<file path="config.mk">
export PLATFORM = sky130hd
export DESIGN_NAME = sup_reset_gen
export DESIGN_NICKNAME = d
export VERILOG_FILES = /design/src/rtl/rsg_pkg.sv /design/src/rtl/rsg_sync.sv /design/src/rtl/rsg_debounce.sv /design/src/rtl/rsg_hold_timer.sv /design/src/rtl/sup_reset_gen.sv
export SDC_FILE = /design/constraint.sdc
export NUM_CORES = 1
export LEC_CHECK = 0
export ABC_AREA = 1
export CORE_AREA = 3 3 42 44
export CTS_CLUSTER_SIZE = 40
export DETAILED_ROUTE_END_ITERATION = 7
export DIE_AREA = 0 0 45 47
export HOLD_SLACK_MARGIN = 0.1
export PLACE_DENSITY = 0.78
export SYNTH_ARGS = -nofsm -noshare
export SYNTH_HDL_FRONTEND = slang
export SYNTH_SLANG_ARGS = --single-unit
</file>
<file path="constraint.sdc">
create_clock -name clk_i -period 2.33 [get_ports clk_i]
set_input_delay 0.699 -clock clk_i [delete_from_list [all_inputs] [get_ports clk_i]]
set_output_delay 0.699 -clock clk_i [all_outputs]
set_load 0.1 [all_outputs]
</file>
<file path="src/rtl/rsg_pkg.sv">
package rsg_pkg;

  typedef enum logic [1:0] {
    HS_CAUSE = 2'd0,
    HS_HOLD  = 2'd1,
    HS_RUN   = 2'd2
  } hold_state_e;

  function automatic int unsigned cnt_width(input int unsigned limit);
    int unsigned w;
    w = $clog2(limit + 1);
    return (w < 1) ? 1 : w;
  endfunction

endpackage

</file>
<file path="src/rtl/rsg_sync.sv">
module rsg_sync #(
  parameter int unsigned STAGES    = 2,
  parameter logic        RESET_VAL = 1'b1
) (
  input  logic clk_i,
  input  logic arst_ni,
  input  logic async_i,
  output logic sync_o
);
  logic [STAGES-1:0] chain_q;

  for (genvar g = 0; g < STAGES; g++) begin : g_stage
    if (g == 0) begin : g_first
      always_ff @(posedge clk_i or negedge arst_ni) begin
        if (!arst_ni) chain_q[0] <= RESET_VAL;
        else          chain_q[0] <= async_i;
      end
    end else begin : g_next
      always_ff @(posedge clk_i or negedge arst_ni) begin
        if (!arst_ni) chain_q[g] <= RESET_VAL;
        else          chain_q[g] <= chain_q[g-1];
      end
    end
  end

  assign sync_o = chain_q[STAGES-1];
endmodule

</file>
<file path="src/rtl/rsg_debounce.sv">
module rsg_debounce #(
  parameter int unsigned CYCLES    = 16,
  parameter logic        RESET_VAL = 1'b1
) (
  input  logic clk_i,
  input  logic arst_ni,
  input  logic level_i,
  output logic level_o
);
  import rsg_pkg::*;

  localparam int unsigned CW = cnt_width(CYCLES);
  localparam logic [CW-1:0] LAST = CW'(CYCLES - 1);

  logic          level_q;
  logic [CW-1:0] run_q;

  always_ff @(posedge clk_i or negedge arst_ni) begin
    if (!arst_ni) begin
      level_q <= RESET_VAL;
      run_q   <= '0;
    end else if (level_i == level_q) begin
      run_q <= '0;
    end else if (run_q == LAST) begin
      level_q <= level_i;
      run_q   <= '0;
    end else begin
      run_q <= run_q + 1'b1;
    end
  end

  assign level_o = level_q;
endmodule

</file>
<file path="src/rtl/rsg_hold_timer.sv">
module rsg_hold_timer #(
  parameter int unsigned CYCLES = 64
) (
  input  logic clk_i,
  input  logic arst_ni,
  input  logic cause_i,
  output logic hold_o
);
  import rsg_pkg::*;

  localparam int unsigned CW = cnt_width(CYCLES);
  localparam logic [CW-1:0] LAST = CW'(CYCLES - 1);

  hold_state_e   state_q;
  logic [CW-1:0] cnt_q;

  always_ff @(posedge clk_i or negedge arst_ni) begin
    if (!arst_ni) begin
      state_q <= HS_HOLD;
      cnt_q   <= '0;
    end else if (cause_i) begin
      state_q <= HS_CAUSE;
      cnt_q   <= '0;
    end else if (state_q != HS_RUN) begin
      if (cnt_q == LAST) begin
        state_q <= HS_RUN;
        cnt_q   <= '0;
      end else begin
        state_q <= HS_HOLD;
        cnt_q   <= cnt_q + 1'b1;
      end
    end
  end

  assign hold_o = (state_q != HS_RUN);
endmodule

</file>
<file path="src/rtl/sup_reset_gen.sv">
module sup_reset_gen #(
  parameter int unsigned SYNC_STAGES     = 2,
  parameter int unsigned DEBOUNCE_CYCLES = 16,
  parameter int unsigned HOLD_CYCLES     = 64
) (
  input  logic clk_i,
  input  logic arst_ni,
  input  logic supply_low_i,
  input  logic manual_rst_ni,
  output logic rst_no,
  output logic rst_o
);
  logic mr_sync;
  logic mr_clean;
  logic cause;
  logic hold;

  rsg_sync #(.STAGES(SYNC_STAGES), .RESET_VAL(1'b1)) u_sync (
    .clk_i   (clk_i),
    .arst_ni (arst_ni),
    .async_i (manual_rst_ni),
    .sync_o  (mr_sync)
  );

  rsg_debounce #(.CYCLES(DEBOUNCE_CYCLES), .RESET_VAL(1'b1)) u_deb (
    .clk_i   (clk_i),
    .arst_ni (arst_ni),
    .level_i (mr_sync),
    .level_o (mr_clean)
  );

  assign cause = supply_low_i | ~mr_clean;

  rsg_hold_timer #(.CYCLES(HOLD_CYCLES)) u_hold (
    .clk_i   (clk_i),
    .arst_ni (arst_ni),
    .cause_i (cause),
    .hold_o  (hold)
  );

  assign rst_o  = cause | hold;
  assign rst_no = ~rst_o;
endmodule

</file>
==> results of run 1 <==
## registers in the layout, indices dropped and copies added (netlist names)
signal	flops
u_hold.state_q	2
u_sync.chain_q	1
u_deb.run_q	5
u_sync.sync_o	1
u_hold.cnt_q	7
u_deb.level_o	1
## final timing paths
kind                                        startpoint                            end  slack [ns]  cells after the start
hold reg to reg            u_sync.chain_q[0]$_DFF_PN1_        u_sync.sync_o$_DFF_PN1_        0.36                      0
max in group asynchronous                      arst_ni  u_hold.state_q[0]$_DFFE_PN1N_        1.37                      2
min in group asynchronous                      arst_ni       u_deb.run_q[4]$_DFF_PN0_        0.71                      2
setup reg to reg           u_hold.cnt_q[0]$_DFFE_PN0N_    u_hold.cnt_q[2]$_DFFE_PN0N_        1.03                      6
setup / recovery                          supply_low_i                          rst_o        0.10                      6
hold / removal             u_sync.chain_q[0]$_DFF_PN1_        u_sync.sync_o$_DFF_PN1_        0.36                      0
## metal layers
metal / routed length, um / share of wire
met1: 629 / 0.48
met2: 576 / 0.44
met3: 45 / 0.035
met4: 45 / 0.035
met5: 0 / 0
## layout make-up
class                      instances  area, sq um  area share
clock inverter                     1         5.00     0.00510
inverter                          14         55.1      0.0561
clock buffer                       3         22.5      0.0229
tap                               16         20.0      0.0204
sequential                        17          430       0.438
timing repair buffer               8         91.3      0.0930
multi-input combinational         60          358       0.364
## stage by stage
stage / total power (W) / cell area, sq um / util / std cells / TNS [ns]
5_1_grt: 0.000505 / 982 / 0.668 / 119 / 0
3_5_place_dp: 0.000334 / 956 / 0.650 / 115 / -0.231
2_1_floorplan: 0.000319 / 851 / - / 92 / 0
4_1_cts: 0.000495 / 982 / 0.668 / 119 / 0
6_report: 0.000487 / 982 / 0.668 / 119 / 0
3_3_place_gp: 0.000333 / 956 / 0.650 / 115 / -0.222
## cell families (layout without fill, tap and decap cells)
logic type      Yosys count  in the layout  share of synthesized area
fa+ha+maj                 2              2                     0.0294
simple gates             51             51                      0.324
buf+inv                  15             26                     0.0735
flops                    17             17                      0.506
xor+xnor                  3              3                     0.0309
compound gates            4              4                     0.0368
## cells in the final DEF, fill, tap and decap left out, types with 2 or more instances in the layout
master and count:
dfstp_2 4, o21ai_2 3, ha_1 2, nand3_1 4, nand2_2 3, clkbuf_4 3
buf_4 3, nor2_8 2, inv_2 3, nand4_1 3, buf_12 2, inv_1 9
nor2_1 9, xor2_1 2, clkdlybuf4s50_1 2, nand2_1 23, dfrtp_1 13
## power groups by stage
stage | sequential (W) | combinational [W] | clock (W)
after floorplan | 0.000311 | 0.00000815 | 0
after global placement | 0.000311 | 0.0000221 | 0
after detailed placement | 0.000312 | 0.0000227 | 0
after CTS | 0.000306 | 0.0000222 | 0.000167
after global routing | 0.000307 | 0.0000247 | 0.000174
final | 0.000306 | 0.0000214 | 0.000159
## what timing repair did
action | in CTS | in global routing
gates resized for setup | 1 | 0
setup endpoints to repair | 2 | 0
hold endpoints to repair | 0 | 0
buffers inserted | 0 | 0
==> impl_results.md, run 1 <==
- Synth area leader: dfrtp_1
- Sw Pwr: 0.000111 W
- Post-synthesis sequential element count: 17
- Post-route DRC violation count: 0
- WL/cell: 10.9 um
- Remaining antenna violation count after routing: 0
- All-layer global routing usage: 0.153
- Clock Tree Root: clkbuf_4
- Status: finished clean
- Syn nets: 98
- PortBufs: 5
- Fin crit share: 0.957
- Ys Warns: 0
- CP max FO: 5
- CTS buffer count: 3
- Cells after Synth: 92
- Final hold viol count: 0
- Die Width: 45 um
- Cts hold-fix bufs: 0
- Kind of critical path: in2out
- Die height: 47 um
- Seq/Total Area, Yosys: 0.506
- CP Capture Type: output pin
- Global routing usage on met3: 0.0268
- Slowest stage delay, CP: 0.29 ns
- Clock transition at path regs: 0.10 ns
- First-pass GRT wire length: 2270 um
- Post-route setup slack: 0.101 ns
- Clock Skews: 0.00161 ns
- Grt peak-use layer: met2
- Worst EP required: 1.63 ns
- Hold crit path type: reg2reg
- Layout cells sized above 1: 0.282
- Post-DP HPWL: 961 um
- Nets: 110
- Bufs and invs on worst path: 4
- Die footprint: 0.00212 sq mm
- Predominant post-synthesis flop cell: dfrtp_1
- Tmin final: 2.23 ns
- Vias in the first global route: 541
- Syn Std Cell Area: 851 sq um
- Max-slew violation count: 0
- Most common cell in the netlist: nand2_1
- Area share of the largest cell type after synthesis: 0.382
- Met2 usage: 0.220
- I/O pins: 6
- Crit-path slowest cell: dlygate4sd2_1
- Max_cap viols: 0
- CP Launch Type: input pin
- Initial core utilization: 0.578
- Max Root-Sink Buffers: 2
- FP Rows: 14
- TritonCTS clock tree: yes
- Worst path cell trace: dlygate4sd2_1 > nor2_8 > inv_2 > nor2_8 > inv_4 > buf_12
- Sw Ratio: 0.228
- First-pass detailed-route iteration total: 4
- Family with the most delay on the worst path: buffers and inverters
- Setup-violating endpoint count in the final report: 0
- Filler cells: 123
- Sequential share of power: 0.629
- Async SR Flop Fraction: 1.00
- Met1 usage: 0.209
- Max Clk Rate: 0.449 GHz
- Synth cell count leaders: 23 x nand2_1, 13 x dfrtp_1, 9 x inv_1, 9 x nor2_1
- Worst-Skew Late Latency: 0.29 ns
- Number of flops mapped to enable cells by yosys: 0
- Initial antenna violation count: 0
- First DRT Iteration DRCs: 16
- PwrDens: 496 mW/mm^2
- Leakage: 0.484 nW
- Hold slack: 0.362 ns
- Combinational Power Share: 0.044
- Core ar.: 0.00147 sq mm
- Vias per cell: 4.82
- Largest net degree at the start of global routing: 18
- Rel. slew slack: 0.766
- WP data arrival: 1.53 ns
- RSZ-0062 raised after global routing: false
- RePlAce Congestion: 0.824
- Diode count: 0
- Clock power frac: 0.327
- Largest cells by area after synthesis: dfrtp_1 38%, dfstp_2 12%, nand2_1 10%
- Clk sinks: 17
- P&R area growth vs syn: 15.4%
- Pre-CTS WS: -0.126 ns
- Total gr overflow: 0
- Most used cell, CP: nor2_8
- Pint: 0.000376 W
- VDD IR max: 0.383 mV
- Synth unique cells: 25
- Slew at the pin with the worst max-slew slack: 0.349 ns
- Vias: 574
- WL final: 1300 um
- Mean post-synth cell area: 9.25 sq um
- H-tree levels: 1
Note: power is estimated with default switching activity, not from simulation.
==> run 2, diff against run 1 <==
CORE_AREA = 3 3 41 43   (was 3 3 42 44)
CTS_BUF_LIST = sky130_fd_sc_hd__clkbuf_4   (was default)
DIE_AREA = 0 0 44 46   (was 0 0 45 47)
PLACE_DENSITY = 0.82   (was 0.78)
==> run 2 against run 1 <==
Fmax grew 0.93%. Via count grew 1.0%. Register-to-register slack lost 0.03 ns. Final cell count is the same. Final area grew 0.89%. Clock-buffer cell count grew 1. Hold slack is essentially flat. Sequential power is essentially flat. Non-clock buffer count grew 1. Combinational power is essentially flat. Sequential share of layout area shrank 0.39 points. Critical path type unchanged.
==> impl_results.md, run 2 (synthesis results as in run 1) <==
- Status: finished clean
- Post-route DRC violation count: 0 (unchanged)
- Max Clk Rate: 0.453 GHz (+0.93%)
- Max Root-Sink Buffers: 2 (unchanged)
- Cells on worst reg2reg path: 6 (unchanged)
- Vias in the first global route: 560 (+3.5%)
- WL final: 1280 um (-1.2%)
- Clock transition at path regs: 0.09 ns (about the same)
- Die Width: 44 um (-2.2%)
- Fin crit share: 0.948 (-0.00884)
- Clk sinks: 17 (unchanged)
- Non-Filler Instances: 119 (unchanged)
- Met2 usage: 0.270 (+0.0500)
- H-tree levels: 1 (unchanged)
- Largest registers: u_hold.cnt_q x7, u_deb.run_q x5, u_hold.state_q x2
- Largest net degree at the start of global routing: 18 (unchanged)
- TritonCTS clock tree: yes
- Kind of critical path: in2out
- VDD IR max: 0.300 mV (-22%)
- First DRT Iteration DRCs: 10 (-6)
- PortBufs: 5 (unchanged)
- Die height: 46 um (-2.1%)
- Worst EP required: 1.63 ns (about the same)
- Diode count: 0 (unchanged)
- All-layer global routing usage: 0.159 (+0.00592)
- I/O pins: 6 (unchanged)
- RSZ-0062 raised after global routing: false
- Most frequent cells in the layout: 23 x nand2_1, 13 x dfrtp_1, 9 x inv_1, 9 x nor2_1
- Layout cells sized above 1: 0.288 (+0.00691)
- CP Launch Type: input pin
- Setup-violating endpoint count in the final report: 0 (unchanged)
- WL/cell: 10.8 um (-1.2%)
- Max-slew violation count: 0 (unchanged)
- Slew at the pin with the worst max-slew slack: 0.292 ns (-0.0571 ns)
- PwrDens: 501 mW/mm^2 (+1.1%)
- CTS buffer count: 3 (unchanged)
- Area post-placement: 962 sq um (+0.65%)
- Global routing usage on met3: 0.0356 (+0.00875)
- Initial core utilization: 0.638 (+0.0597)
- Vias: 580 (+1.0%)
- Grt peak-use layer: met2
- Most common cell after layout, fill and taps aside: nand2_1
- Nets: 111 (+0.91%)
- P&R area growth vs syn: 16.5%
- CP max FO: 4 (-1)
- Remaining antenna violation count after routing: 0 (unchanged)
- Post-DP HPWL: 918 um (-4.5%)
- RePlAce Congestion: 0.818 (-0.72%)
- Worst Hold Depth: 0 (unchanged)
- Rel. slew slack: 0.804 (+0.0383)
- First-pass detailed-route iteration total: 4 (unchanged)
- Hold crit path type: reg2reg
- Max_cap viols: 0 (unchanged)
- Initial antenna violation count: 0 (unchanged)
- Fin area: 991 sq um (+0.89%)
- Core ar.: 0.00133 sq mm (-9.4%)
- Most flops, register: u_hold.cnt_q
- Total gr overflow: 0 (unchanged)
- Vias per cell: 4.87 (+1.0%)
- Placed Cells: 115 (unchanged)
- WP data arrival: 1.51 ns (-0.02 ns)
- CP Capture Type: output pin
- Clock Skews: 0.00256 ns (+0.000953 ns)
- Clock Tree Root: clkbuf_4
- Met1 usage: 0.191 (-0.0185)
- Tmin final: 2.21 ns (-0.0206 ns)
- First-pass GRT wire length: 2300 um (+1.2%)
- Leakage: 0.490 nW (+1.3%)
- Max reg flops: 7 (unchanged)
- Worst-Skew Late Latency: 0.29 ns (about the same)
- Die footprint: 0.00202 sq mm (-4.3%)
- FP Rows: 13 (-1)
- Final hold viol count: 0 (unchanged)
[run 2: changes by cell type in the layout (fill, tap and decap cells not counted)]
cell | previous run | this run
clkbuf_4 | 3 | 4
clkinv_2 | 1 | 0
buf_4 | 3 | 4
[run 2: what timing repair did]
action / in CTS / in global routing
buffers inserted: 0 / 0
hold buffers: 0 / 0
resized for setup: 1 / 0
endpoints found under the setup margin: 2 / 0
[run 2: report_power, final]
group          leakage, nW  internal, W  switching [W]  total [W]
Sequential           0.221     0.000302     0.00000354   0.000306
Clock               0.0184    0.0000782      0.0000912   0.000169
Combinational        0.251   0.00000927      0.0000120  0.0000212
Total                0.490     0.000390       0.000107   0.000497
[run 2: per-stage QoR]
stage | power (W) | util | worst slack [ns] | setup TNS [ns] | hold slack, ns
6_report | 0.000497 | 0.743 | 0.122 | 0 | 0.361
4_1_cts | 0.000501 | 0.743 | 0.113 | 0 | 0.362
3_3_place_gp | 0.000333 | 0.721 | -0.106 | -0.188 | 0.347
3_5_place_dp | 0.000335 | 0.721 | -0.106 | -0.188 | 0.347
5_1_grt | 0.000519 | 0.743 | 0.0942 | 0 | 0.368
2_1_floorplan | 0.000319 | - | 0.179 | 0 | 0.345
[run 2: worst max-delay path, cell delays in order]
cell and delay, ns:
dlygate4sd2_1 0.28, nor2_8 0.12, inv_2 0.06, nor2_8 0.13
inv_4 0.05, buf_12 0.16
[run 2: per-layer routing]
| metal | share of wire | vias to the layer above | routed length, um |
|---|---|---|---|
| li1 | - | 305 | - |
| met1 | 0.46 | 251 | 587 |
| met2 | 0.46 | 18 | 586 |
| met3 | 0.070 | 6 | 90 |
| met4 | 0.014 | 0 | 18 |
| met5 | 0 | - | 0 |
[run 2: layout make-up]
class                   instances  area (sq um)
well taps                      15          18.8
repair buffers                  9          98.8
inverters                      14          55.1
fillers                       100           343
clock buffers                   4          30.0
flip-flops and latches         17           430
multi-input cells              60           358
[run 2: worst paths after layout]
| path | start | end | slack (ns) |
|---|---|---|---|
| worst min-delay path | u_sync.chain_q[0]$_DFF_PN1_ | u_sync.sync_o$_DFF_PN1_ | 0.36 |
| worst max register to register | u_hold.cnt_q[0]$_DFFE_PN0N_ | u_hold.cnt_q[0]$_DFFE_PN0N_ | 1.00 |
| min in group asynchronous | arst_ni | u_deb.run_q[2]$_DFF_PN0_ | 0.72 |
| worst max-delay path | supply_low_i | rst_o | 0.12 |
| max in group asynchronous | arst_ni | u_hold.state_q[0]$_DFFE_PN1N_ | 1.36 |
| worst min register to register | u_sync.chain_q[0]$_DFF_PN1_ | u_sync.sync_o$_DFF_PN1_ | 0.36 |
==> run 3, diff against run 2 <==
ABC_CLOCK_PERIOD_IN_PS = 2330   (was default)
CORE_AREA = 3 3 51 53   (was 3 3 41 43)
DIE_AREA = 0 0 54 56   (was 0 0 44 46)
PLACE_DENSITY = default   (was 0.82)
PLACE_DENSITY_LB_ADDON = 0.1   (was default)
==> run 3 against run 2 <==
Sequential share of layout area is 0.70 points lower. Die area is 49% higher. Clock-buffer cell count stayed put. Non-clock buffer count stayed put. Global-route usage is 5.2 points lower. Worst setup slack hardly changed. First-iteration DRC count is 70% lower. Highest routed layer unchanged.
==> impl_results.md, run 3 (synthesis results as in run 1) <==
- DR WL met3: 36 um (-60%)
- First-pass GRT wire length: 2370 um (+3.0%)
- Tmin final: 2.21 ns (-0.000292 ns)
- CP Launch Type: input pin
- Most frequent cells in the layout: 23 x nand2_1, 13 x dfrtp_1, 9 x inv_1, 9 x nor2_1
- Max Root-Sink Buffers: 2 (unchanged)
- Layout cells sized above 1: 0.288 (unchanged)
- Die height: 56 um (+22%)
- Placed Cells: 128 (+11%)
- Cts repair resizes: 1 (unchanged)
- Highest routed layer: met4
- FP Rows: 17 (+4)
- Cts hold-fix bufs: 0 (unchanged)
- Max Clk Rate: 0.453 GHz (about the same)
- TritonCTS clock tree: yes
- Diode count: 0 (unchanged)
- RSZ-0062 raised after global routing: false
- Post-CTS Setup Bufs: 0 (unchanged)
- Largest registers: u_hold.cnt_q x7, u_deb.run_q x5, u_hold.state_q x2
- WP data arrival: 1.51 ns (about the same)
- Leakage: 0.490 nW (unchanged)
- Cells on worst reg2reg path: 6 (unchanged)
- Worst-Skew Late Latency: 0.29 ns (about the same)
- Worst EP required: 1.63 ns (about the same)
- Filler cells: 206 (+110%)
- Most flops, register: u_hold.cnt_q
- Fin crit share: 0.948 (about the same)
- CP Capture Type: output pin
- Fin area: 0.00101 sq mm (+1.6%)
- Initial antenna violation count: 0 (unchanged)
- M1 WL: 614 um (+4.6%)
- Total power: 0.000494 W (-0.46%)
- Die Width: 54 um (+23%)
- Largest net degree at the start of global routing: 11 (-7)
- Non-Filler Instances: 132 (+11%)
- CTS buffer count: 3 (unchanged)
- Core ar.: 0.00219 sq mm (+64%)
- Most common cell after layout, fill and taps aside: nand2_1
- Final hold viol count: 0 (unchanged)
- WL final: 1300 um (+1.3%)
- Final core utilization: 0.460 (-0.283)
- Setup-violating endpoint count in the final report: 0 (unchanged)
- I/O pins: 6 (unchanged)
- WL/cell: 9.84 um (-8.7%)
- VDD IR max: 0.251 mV (-16%)
- PortBufs: 5 (unchanged)
- Post-route DRC violation count: 0 (unchanged)
- Slew at the pin with the worst max-slew slack: 0.362 ns (+0.0694 ns)
- Status: finished clean
- Max reg flops: 7 (unchanged)
- H-tree levels: 1 (unchanged)
- Vias in the first global route: 594 (+6.1%)
- Hold slack: 0.361 ns (-0.000586 ns)
- Crit Reg-Reg Startpoint: u_hold.cnt_q[0]$_DFFE_PN0N_
- Nets: 111 (unchanged)
- Metal2 WL: 615 um (+4.9%)
- All-layer global routing usage: 0.107 (-0.0515)
- Hold crit path type: reg2reg
- RePlAce Congestion: 0.729 (-11%)
- Kind of critical path: in2out
- Hold path startpoint: u_sync.chain_q[0]$_DFF_PN1_
- Max_cap viols: 0 (unchanged)
- Critical Path Source: supply_low_i
- Rel. slew slack: 0.758 (-0.0456)
- Worst Hold Depth: 0 (unchanged)
- PwrDens: 491 mW/mm^2 (-2.1%)
- Area post-placement: 978 sq um (+1.7%)
- Total gr overflow: 0 (unchanged)
- Vias per cell: 4.28 (-12%)
- Clk sinks: 17 (unchanged)
- Post-DP HPWL: 1040 um (+13%)
- First DRT Iteration DRCs: 3 (-7)
- Clock Tree Root: clkbuf_4
- Die footprint: 0.00302 sq mm (+49%)
- First-pass detailed-route iteration total: 4 (unchanged)
- Clock transition at path regs: 0.10 ns (about the same)
- Max-slew violation count: 0 (unchanged)
- CP max FO: 3 (-1)
- Clock Skews: 0.00323 ns (+0.000668 ns)
- P&R area growth vs syn: 18.4%
- Initial core utilization: 0.388 (-0.250)
- Vias: 565 (-2.6%)
- Remaining antenna violation count after routing: 0 (unchanged)
[run 3: cell counts in the layout (fill, tap and decap cells not counted)]
No cell type changed its count.
[run 3: path summary, 6_finish.rpt]
kind / endpoint / slack [ns]
setup / recovery: rst_o / 0.12
hold / removal: u_sync.sync_o$_DFF_PN1_ / 0.36
setup reg to reg: u_hold.cnt_q[5]$_DFFE_PN0N_ / 1.02
hold reg to reg: u_sync.sync_o$_DFF_PN1_ / 0.36
max in group asynchronous: u_hold.cnt_q[2]$_DFFE_PN0N_ / 1.18
min in group asynchronous: u_hold.state_q[1]$_DFFE_PN0N_ / 0.68
[run 3: layer usage]
layer,up-vias,global-route usage
met5,-,0
met4,0,0.0641
met3,4,0.0268
met2,5,0.170
met1,248,0.126
li1,308,-
[run 3: final cells by class]
cell class / count / area, sq um / area share
inverters: 14 / 55.1 / 0.0547
flip-flops and latches: 17 / 430 / 0.427
well taps: 28 / 35.0 / 0.0348
repair buffers: 9 / 98.8 / 0.0981
multi-input cells: 60 / 358 / 0.355
clock buffers: 4 / 30.0 / 0.0298
[run 3: report_power, final]
part | switching [W] | total [W] | leakage (nW) | internal, W
Clock | 0.0000887 | 0.000167 | 0.0184 | 0.0000782
Combinational | 0.0000122 | 0.0000215 | 0.251 | 0.00000922
Sequential | 0.00000368 | 0.000306 | 0.221 | 0.000302
[run 3: per-stage QoR]
stage	setup TNS [ns]	worst slack (ns)
4_1_cts	0	0.110
3_5_place_dp	-0.203	-0.112
3_3_place_gp	-0.196	-0.108
6_report	0	0.122
2_1_floorplan	0	0.179
5_1_grt	0	0.0855
[run 3: worst max-delay path: stages]
cell and delay, ns:
dlygate4sd2_1 0.28, nor2_8 0.12, inv_2 0.06, nor2_8 0.13
inv_4 0.05, buf_12 0.16
